--- src/rtl/dr_pkg.sv ---
package dr_pkg;

    // Pair code seen as {true_rail, false_rail}.
    typedef enum logic [1:0] {
        PAIR_EMPTY = 2'b00,
        PAIR_ZERO  = 2'b01,
        PAIR_ONE   = 2'b10,
        PAIR_BAD   = 2'b11
    } pair_e;

    // Handshake phase tracked by the receiver.
    typedef enum logic [1:0] {
        PH_SPACER   = 2'b00,
        PH_ARRIVE   = 2'b01,
        PH_COMPLETE = 2'b10,
        PH_RETURN   = 2'b11
    } phase_e;

endpackage

--- src/rtl/dr_celement.sv ---
// Clocked model of a two-input Muller C-element.
// The output follows the agreed input value at once; the stored state
// supplies the output while the inputs disagree.
module dr_celement (
    input  logic clk,
    input  logic rst_n,
    input  logic in_a,
    input  logic in_b,
    output logic out_y
);
    logic state_q;

    assign out_y = (in_a & in_b) | (state_q & (in_a | in_b));

    always_ff @(posedge clk or negedge rst_n) begin
        if (!rst_n) begin
            state_q <= 1'b0;
        end else begin
            state_q <= out_y;
        end
    end
endmodule

--- src/rtl/dr_rail_slot.sv ---
// One bit pair: classifies the code and holds presence across an illegal code.
module dr_rail_slot
    import dr_pkg::*;
(
    input  logic clk,
    input  logic rst_n,
    input  logic rail_t,
    input  logic rail_f,
    output logic held,
    output logic valid,
    output logic illegal,
    output logic value
);
    pair_e code;
    logic  held_q;

    assign code = pair_e'({rail_t, rail_f});

    always_comb begin
        valid   = 1'b0;
        illegal = 1'b0;
        value   = 1'b0;
        held    = held_q;
        unique case (code)
            PAIR_EMPTY: begin
                held = 1'b0;
            end
            PAIR_ZERO: begin
                valid = 1'b1;
                held  = 1'b1;
            end
            PAIR_ONE: begin
                valid = 1'b1;
                value = 1'b1;
                held  = 1'b1;
            end
            PAIR_BAD: begin
                illegal = 1'b1;
            end
        endcase
    end

    always_ff @(posedge clk or negedge rst_n) begin
        if (!rst_n) begin
            held_q <= 1'b0;
        end else begin
            held_q <= held;
        end
    end
endmodule

--- src/rtl/dr_ctree.sv ---
// Balanced C-element tree over WIDTH leaves; padding leaves mirror leaf 0
// so they never change the agreement condition.
module dr_ctree #(
    parameter int WIDTH = 8
) (
    input  logic             clk,
    input  logic             rst_n,
    input  logic [WIDTH-1:0] leaf,
    output logic             root
);
    localparam int LEVELS = (WIDTH > 1) ? $clog2(WIDTH) : 0;
    localparam int SPAN   = 1 << LEVELS;
    localparam int NODES  = 2 * SPAN - 1;

    logic node [1:NODES];

    for (genvar g = 0; g < SPAN; g++) begin : g_leaf
        if (g < WIDTH) begin : g_real
            assign node[SPAN + g] = leaf[g];
        end else begin : g_pad
            assign node[SPAN + g] = leaf[0];
        end
    end

    for (genvar n = 1; n < SPAN; n++) begin : g_join
        dr_celement u_cel (
            .clk   (clk),
            .rst_n (rst_n),
            .in_a  (node[2 * n]),
            .in_b  (node[2 * n + 1]),
            .out_y (node[n])
        );
    end

    assign root = node[1];
endmodule

--- src/rtl/dr_receiver.sv ---
// Dual-rail receiver: slots, completion tree, phase machine, output registers.
module dr_receiver
    import dr_pkg::*;
#(
    parameter int WIDTH = 8
) (
    input  logic             clk,
    input  logic             rst_n,
    input  logic [WIDTH-1:0] rail_t,
    input  logic [WIDTH-1:0] rail_f,
    output logic [WIDTH-1:0] data_o,
    output logic             done_o,
    output logic             err_o
);
    logic [WIDTH-1:0] held;
    logic [WIDTH-1:0] valid;
    logic [WIDTH-1:0] illegal;
    logic [WIDTH-1:0] value;
    logic             root;
    logic             any_held;
    logic             all_held;
    logic             all_valid;
    logic             any_illegal;
    logic             load_word;

    phase_e phase_q;
    phase_e phase_d;

    for (genvar i = 0; i < WIDTH; i++) begin : g_slot
        dr_rail_slot u_slot (
            .clk     (clk),
            .rst_n   (rst_n),
            .rail_t  (rail_t[i]),
            .rail_f  (rail_f[i]),
            .held    (held[i]),
            .valid   (valid[i]),
            .illegal (illegal[i]),
            .value   (value[i])
        );
    end

    dr_ctree #(.WIDTH(WIDTH)) u_tree (
        .clk   (clk),
        .rst_n (rst_n),
        .leaf  (held),
        .root  (root)
    );

    assign any_held    = |held;
    assign all_held    = &held;
    assign all_valid   = &valid;
    assign any_illegal = |illegal;
    assign load_word   = root & all_valid;

    // Phase register
    always_ff @(posedge clk or negedge rst_n) begin
        if (!rst_n) begin
            phase_q <= PH_SPACER;
        end else begin
            phase_q <= phase_d;
        end
    end

    // Phase transitions
    always_comb begin
        phase_d = phase_q;
        unique case (phase_q)
            PH_SPACER: begin
                if (root) begin
                    phase_d = PH_COMPLETE;
                end else if (any_held) begin
                    phase_d = PH_ARRIVE;
                end
            end
            PH_ARRIVE: begin
                if (root) begin
                    phase_d = PH_COMPLETE;
                end else if (!any_held) begin
                    phase_d = PH_SPACER;
                end
            end
            PH_COMPLETE: begin
                if (!root) begin
                    phase_d = PH_SPACER;
                end else if (!all_held) begin
                    phase_d = PH_RETURN;
                end
            end
            PH_RETURN: begin
                if (!root) begin
                    phase_d = PH_SPACER;
                end
            end
        endcase
    end

    // Output registers
    always_ff @(posedge clk or negedge rst_n) begin
        if (!rst_n) begin
            done_o <= 1'b0;
            data_o <= '0;
            err_o  <= 1'b0;
        end else begin
            done_o <= root;
            if (load_word) begin
                data_o <= value;
            end
            if (any_illegal) begin
                err_o <= 1'b1;
            end
        end
    end
endmodule

--- config.mk ---
export PLATFORM = sky130hd
export DESIGN_NAME = dr_receiver
export DESIGN_NICKNAME = d
export VERILOG_FILES = /design/src/rtl/dr_pkg.sv /design/src/rtl/dr_celement.sv /design/src/rtl/dr_rail_slot.sv /design/src/rtl/dr_ctree.sv /design/src/rtl/dr_receiver.sv
export SDC_FILE = /design/constraint.sdc
export NUM_CORES = 1
export LEC_CHECK = 0
export BUFFER_PORTS_ARGS = -buffer_cell sky130_fd_sc_hd__clkbuf_2
export CORE_UTILIZATION = 40
export DETAILED_ROUTE_END_ITERATION = 10
export GPL_TIMING_DRIVEN = 0
export PLACE_DENSITY = 0.62
export REMOVE_ABC_BUFFERS = 1
export SYNTH_ARGS = -nofsm -noshare
export SYNTH_HDL_FRONTEND = slang
export SYNTH_SLANG_ARGS = --single-unit
--- constraint.sdc ---
create_clock -name clk -period 2.45 [get_ports clk]
set_input_delay 0.245 -clock clk [delete_from_list [all_inputs] [get_ports clk]]
set_output_delay 0.245 -clock clk [all_outputs]
set_load 0.02 [all_outputs]
Yosys cells after proc, flatten, opt, wreduce, memory -nomap -nowiden. Cells that the tools add are included.

Bits of input ports: 18. Register bits: 24. Bits in latches: 0. Logic and storage cells: 120. ROM bits: 0. Memories: 0. Bits in writable memories: 0. Output and inout bits: 10.

Magnitude comparators: 0. Add/subtract/negate cells: 0. Reduce and logical (&&, ||, !) cells: 18. Equality and inequality tests: 24. Multiply operators: 0. Shift operators: 0. Mux-type cells: 32. Bitwise logic cells: 29. Div/mod/pow operators: 0.

Operator list (count): $eq 2x2->1 const B (16); $mux 1 (24); $eq 2x1->1 const B (8); $logic_not 2->1 (8); $pmux 1 s2 (8); $reduce_or 2->1 (8); $and 1x1->1 (15); $or 1x1->1 (14); $reduce_and 8->1 (1); $reduce_or 8->1 (1).

Longest topological paths before layout.
Word-level depth: 13. Depth in mapped cells: 7. Mapped depth without buffers: 7.

Cells and area by module. A second synthesis with hierarchy kept.

Cell total of the unflattened synthesis: 96. Area total of the unflattened synthesis: 1182.4 sq um.

Modules (own cells, without submodules): dr_rail_slot (area an instance 66.3 sq um, cells an instance 7, instances 8); dr_receiver (area an instance 397.9 sq um, cells an instance 26, instances 1); dr_celement (area an instance 36.3 sq um, cells an instance 2, instances 7).

Least setup slack after synthesis. Ideal clock, no wire load.

Path type: in2reg. Start: input port rail_f[5]. End: register data_o[0]. Slack: 0.561 ns. Stages on the path: 7. Arrival time: 1.802 ns. Setup time: 0.086 ns. Data required time: 2.364 ns. Path buffers: 0. Cell sequence: inv_1 > ha_1 > mux2i_1 > maj3_2 > maj3_2 > maj3_2 > a32oi_1.

Cells in the longest elaborated chain, start to end: 13.

RTL lines: start, declared (line dr_receiver.sv:10) `input logic [WIDTH-1:0] rail_f,`; $eq 2x1->1 / $eq 2x2->1 (equally long branches) (line dr_rail_slot.sv:24) `unique case (code)`; $reduce_or 2->1 (no line); $pmux 1 s2 (*) (line dr_rail_slot.sv:24); named net g_slot[5].u_slot.held (line dr_rail_slot.sv:9) `output logic held,`; $or 1x1->1 (line dr_celement.sv:13) `assign out_y = (in_a & in_b) | (state_q & (in_a | in_b));`; $and 1x1->1 (line dr_celement.sv:13); $or 1x1->1 (*) (line dr_celement.sv:13); named net u_tree.g_join[3].u_cel.in_a (line dr_celement.sv:7) `input logic in_a,`; $or 1x1->1 (line dr_celement.sv:13); $and 1x1->1 (line dr_celement.sv:13); $or 1x1->1 (*) (line dr_celement.sv:13); named net u_tree.g_join[1].u_cel.in_b (line dr_celement.sv:8) `input logic in_b,`; $or 1x1->1 (line dr_celement.sv:13); $and 1x1->1 (line dr_celement.sv:13); $or 1x1->1 (*) (line dr_celement.sv:13); named net root (line dr_receiver.sv:19) `logic root;`; $and 1x1->1 (*) (line dr_receiver.sv:53) `assign load_word = root & all_valid;`; end signal, assigned (line dr_receiver.sv:106) `data_o <= value;`; end, declared (line dr_receiver.sv:11) `output logic [WIDTH-1:0] data_o,`.

Mark *: on every way through the listed nets, which the timed path passes. The rest lies on a longest branch. A chain may end at the register's enable or synchronous reset.

Worst setup path in the final report.
Start: register g_slot[1].u_slot.held_q. End: register data_o[5].

Cells in the longest elaborated chain, start to end: 11.

RTL lines: start, declared (line dr_rail_slot.sv:15) `logic held_q;`; start signal, assigned (line dr_rail_slot.sv:47) `held_q <= held;`; $pmux 1 s2 (*) (line dr_rail_slot.sv:24); named net g_slot[1].u_slot.held (line dr_rail_slot.sv:9); $or 1x1->1 (line dr_celement.sv:13); $and 1x1->1 (line dr_celement.sv:13); $or 1x1->1 (*) (line dr_celement.sv:13); named net u_tree.g_join[2].u_cel.in_a (line dr_celement.sv:7); $or 1x1->1 (line dr_celement.sv:13); $and 1x1->1 (line dr_celement.sv:13); $or 1x1->1 (*) (line dr_celement.sv:13); named net u_tree.g_join[1].u_cel.in_a (line dr_celement.sv:7); $or 1x1->1 (line dr_celement.sv:13); $and 1x1->1 (line dr_celement.sv:13); $or 1x1->1 (*) (line dr_celement.sv:13); $and 1x1->1 (*) (line dr_receiver.sv:53).

Marks and branches as above.

==> metrics <==
sequential share of power=53.0%; Total GRT Usage=15.4%; # diodes=0; DRC=0; CORE AREA=2780 µm²; largest cells by area after synthesis=dfrtp_1, ha_1, inv_1; # rows=19; Buf+Inv Stages, Crit Path=0; Synth Warn #=0; final instance area=approximately 1400 µm²; final wirelength=2150 µm; first-pass GRT wire length=between 3000 and 4000 µm; synth unique cells=14; crit path cell chain=nand2_1 > o21ai_1 > maj3_2 > maj3_2 > o2111ai_2 > a32oi_1; port bufs=27; drt first pass iters=4; slowest cell on the critical path=dfrtp_1; TritonCTS clock tree=done; Syn Inst Count=104; most common library cells after synthesis=dfrtp_1, inv_1, ha_1, nor2_1, a32oi_1; Place WS=roughly 300 ps; fin. max-slew vios=0; clk root buf=clkbuf_4; delay-heaviest family, CP=adder cells; Final Hold Vio Count=0; VDD IR max=about 0.42 mV; Crit path top cell by count=maj3_2; Post-synth EDFFs=0; cell taking the most area after synthesis=dfrtp_1; share of Yosys cell area claimed by the top area cell type=50.4%; Post-CTS Setup Repair Bufs=0; Placer Congestion=between 0.7 and 0.8; antenna viol nets, final=0; final worst-path cycle share=76.8%; setup TNS=0 ps; CP Class=register to register; critical path launch point type=register; Via Count=837; RSZ-0062 raised after global routing=no; Async S/R FF share, synth=100%; Fmax achieved=531 MHz; wire length per cell=between 10 and 15 µm; mapped cell area=1190 µm²; number of global-route vias before repair=about 850; clk_skew=between 7 and 8 ps; synth-to-layout area growth=17.3%; hpwl dp=1700 µm; # clock sinks=24; max-cap violations=0; Leak=roughly 0.75 nW; Bufs on Longest Clock Path=2; Net Sw Power=0.000317 W; Clock power frac=18.2%; Min-Delay Path Class=input port to register; die width=~57 µm; initial antenna violation count=0; CP Data Arrival Time=2070 ps; required time of the critical path=2640 ps; #FFs+latches synth=24; crit-path max FO=8; Logic pwr share=28.8%; Slew Limit Headroom=59.6%; clk slew on worst S/H paths=~130 ps; syn_area_per_cell=11.5 µm²; Clock Latency Late Sink=310 ps; fraction of layout cells with a size suffix above 1=approximately 28%; die area=3200 µm²; Starting Density=a little over two fifths; dpl cell area=1370 µm²; Finish-stage setup viols=0; worst setup margin=567 ps; Iteration-0 DRC Markers=12; sw frac=between 30% and 40%; power per cell area=about 700 nW/µm²; slowest stage delay, CP=between 300 and 400 ps; I/O Pins=28; Tightest Pin Transition=600 ps; gr ovfl total=0; CTS Buf Count=3; CTS Hold Bufs=1; count leader, synth=dfrtp_1; Internal=0.000641 W; sequential fraction of the synthesis area=50.4%; Die Ht=56.6 µm; status=completed; critical path capture point type=register; post_cts resized=0; Nets=171; Period minus WS final=between 1500 and 2000 ps; largest net degree at the start of global routing=25; CTS H-tree depth=1; DR vias/cell=5.04; Synth Flop Type=dfrtp_1
==> per-layer routing <==
metal / wire (µm) / global-route usage [%] / vias to the layer above
met4: 35 / 7.32 / 0
met2: 1030 / 24.5 / 15
met1: 1010 / 20.3 / 396
li1: - / - / 421
met5: 0 / 0 / -
met3: 66 / 2.76 / 5
==> cell usage in the layout (no fill, tap or decap), drive strengths merged <==
| master | count |
|---|---|
| a32oi | 8 |
| clkbuf | 30 |
| dfrtp | 24 |
| dlygate4sd3 | 1 |
| ha | 16 |
| inv | 21 |
| maj3 | 7 |
| mux2i | 5 |
| nand2 | 4 |
| nand3 | 1 |
| nand4 | 1 |
| nor2 | 9 |
| nor3 | 1 |
| nor4 | 3 |
| o2111ai | 1 |
| o21ai | 3 |
==> stage by stage <==
step | hold WS (ps) | total power, W | util, % | std cells
after detailed placement | 274 | 0.000793 | 49.1 | 162
after global routing | 328 | 0.00102 | 50.3 | 166
final | 296 | 0.000958 | 50.3 | 166
after floorplan | -50.6 | 0.000699 | - | 104
after CTS | 306 | 0.000966 | 50.3 | 166
after global placement | 265 | 0.000787 | 49.1 | 162
==> state kept, by name, summed over array words and instances (netlist names) <==
signal,flops
data_o,8
u_tree.g_join.u_cel.state_q,7
err_o,1
g_slot.u_slot.held_q,8
==> worst reg2reg max path: cells and delay by family, from the launching register on <==
family / cells / cell delay, ps
and+or+nand+nor: 1 / 60
adders and majority gates: 2 / 690
AOI/OAI and AO/OA: 3 / 630
DFF: 1 / 380
==> power groups by stage <==
stage / clock network, W / registers (W) / logic (W)
2_1_floorplan: 0 / 0.000548 / 0.000151
3_3_place_gp: 0 / 0.000515 / 0.000272
3_5_place_dp: 0 / 0.000517 / 0.000276
4_1_cts: 0.000178 / 0.000509 / 0.000279
5_1_grt: 0.000194 / 0.000517 / 0.000309
6_report: 0.000175 / 0.000508 / 0.000276
==> cell type report <==
class                   count  area, µm²
flip-flops and latches     24        601
inverters                  21       78.8
fillers                   266       1380
repair buffers             28        145
clock buffers               3       22.5
multi-input cells          59        513
well taps                  31       38.8
==> path summary, 6_finish.rpt <==
check,from,endpoint,slack (ps),cells past startpoint
worst min register to register,err_o$_DFFE_PN0P_,err_o$_DFFE_PN0P_,480,2
min in group asynchronous,rst_n,data_o[0]$_DFFE_PN0P_,440,2
max in group asynchronous,rst_n,g_slot[3].u_slot.held_q$_DFF_PN0_,1620,2
worst max-delay path,g_slot[1].u_slot.held_q$_DFF_PN0_,data_o[5]$_DFFE_PN0P_,570,6
worst min-delay path,rail_t[0],g_slot[0].u_slot.held_q$_DFF_PN0_,300,3
worst max register to register,g_slot[1].u_slot.held_q$_DFF_PN0_,data_o[5]$_DFFE_PN0P_,570,6
==> kinds of logic after synthesis <==
family          after synthesis  share of synthesized area [%]
flops                        24                           50.4
mux                           5                           4.20
fa+ha+maj                    23                           23.4
buf+inv                      21                           6.61
compound gates               12                           8.39
simple gates                 19                           7.03
Power figures use the tool's default switching activity.
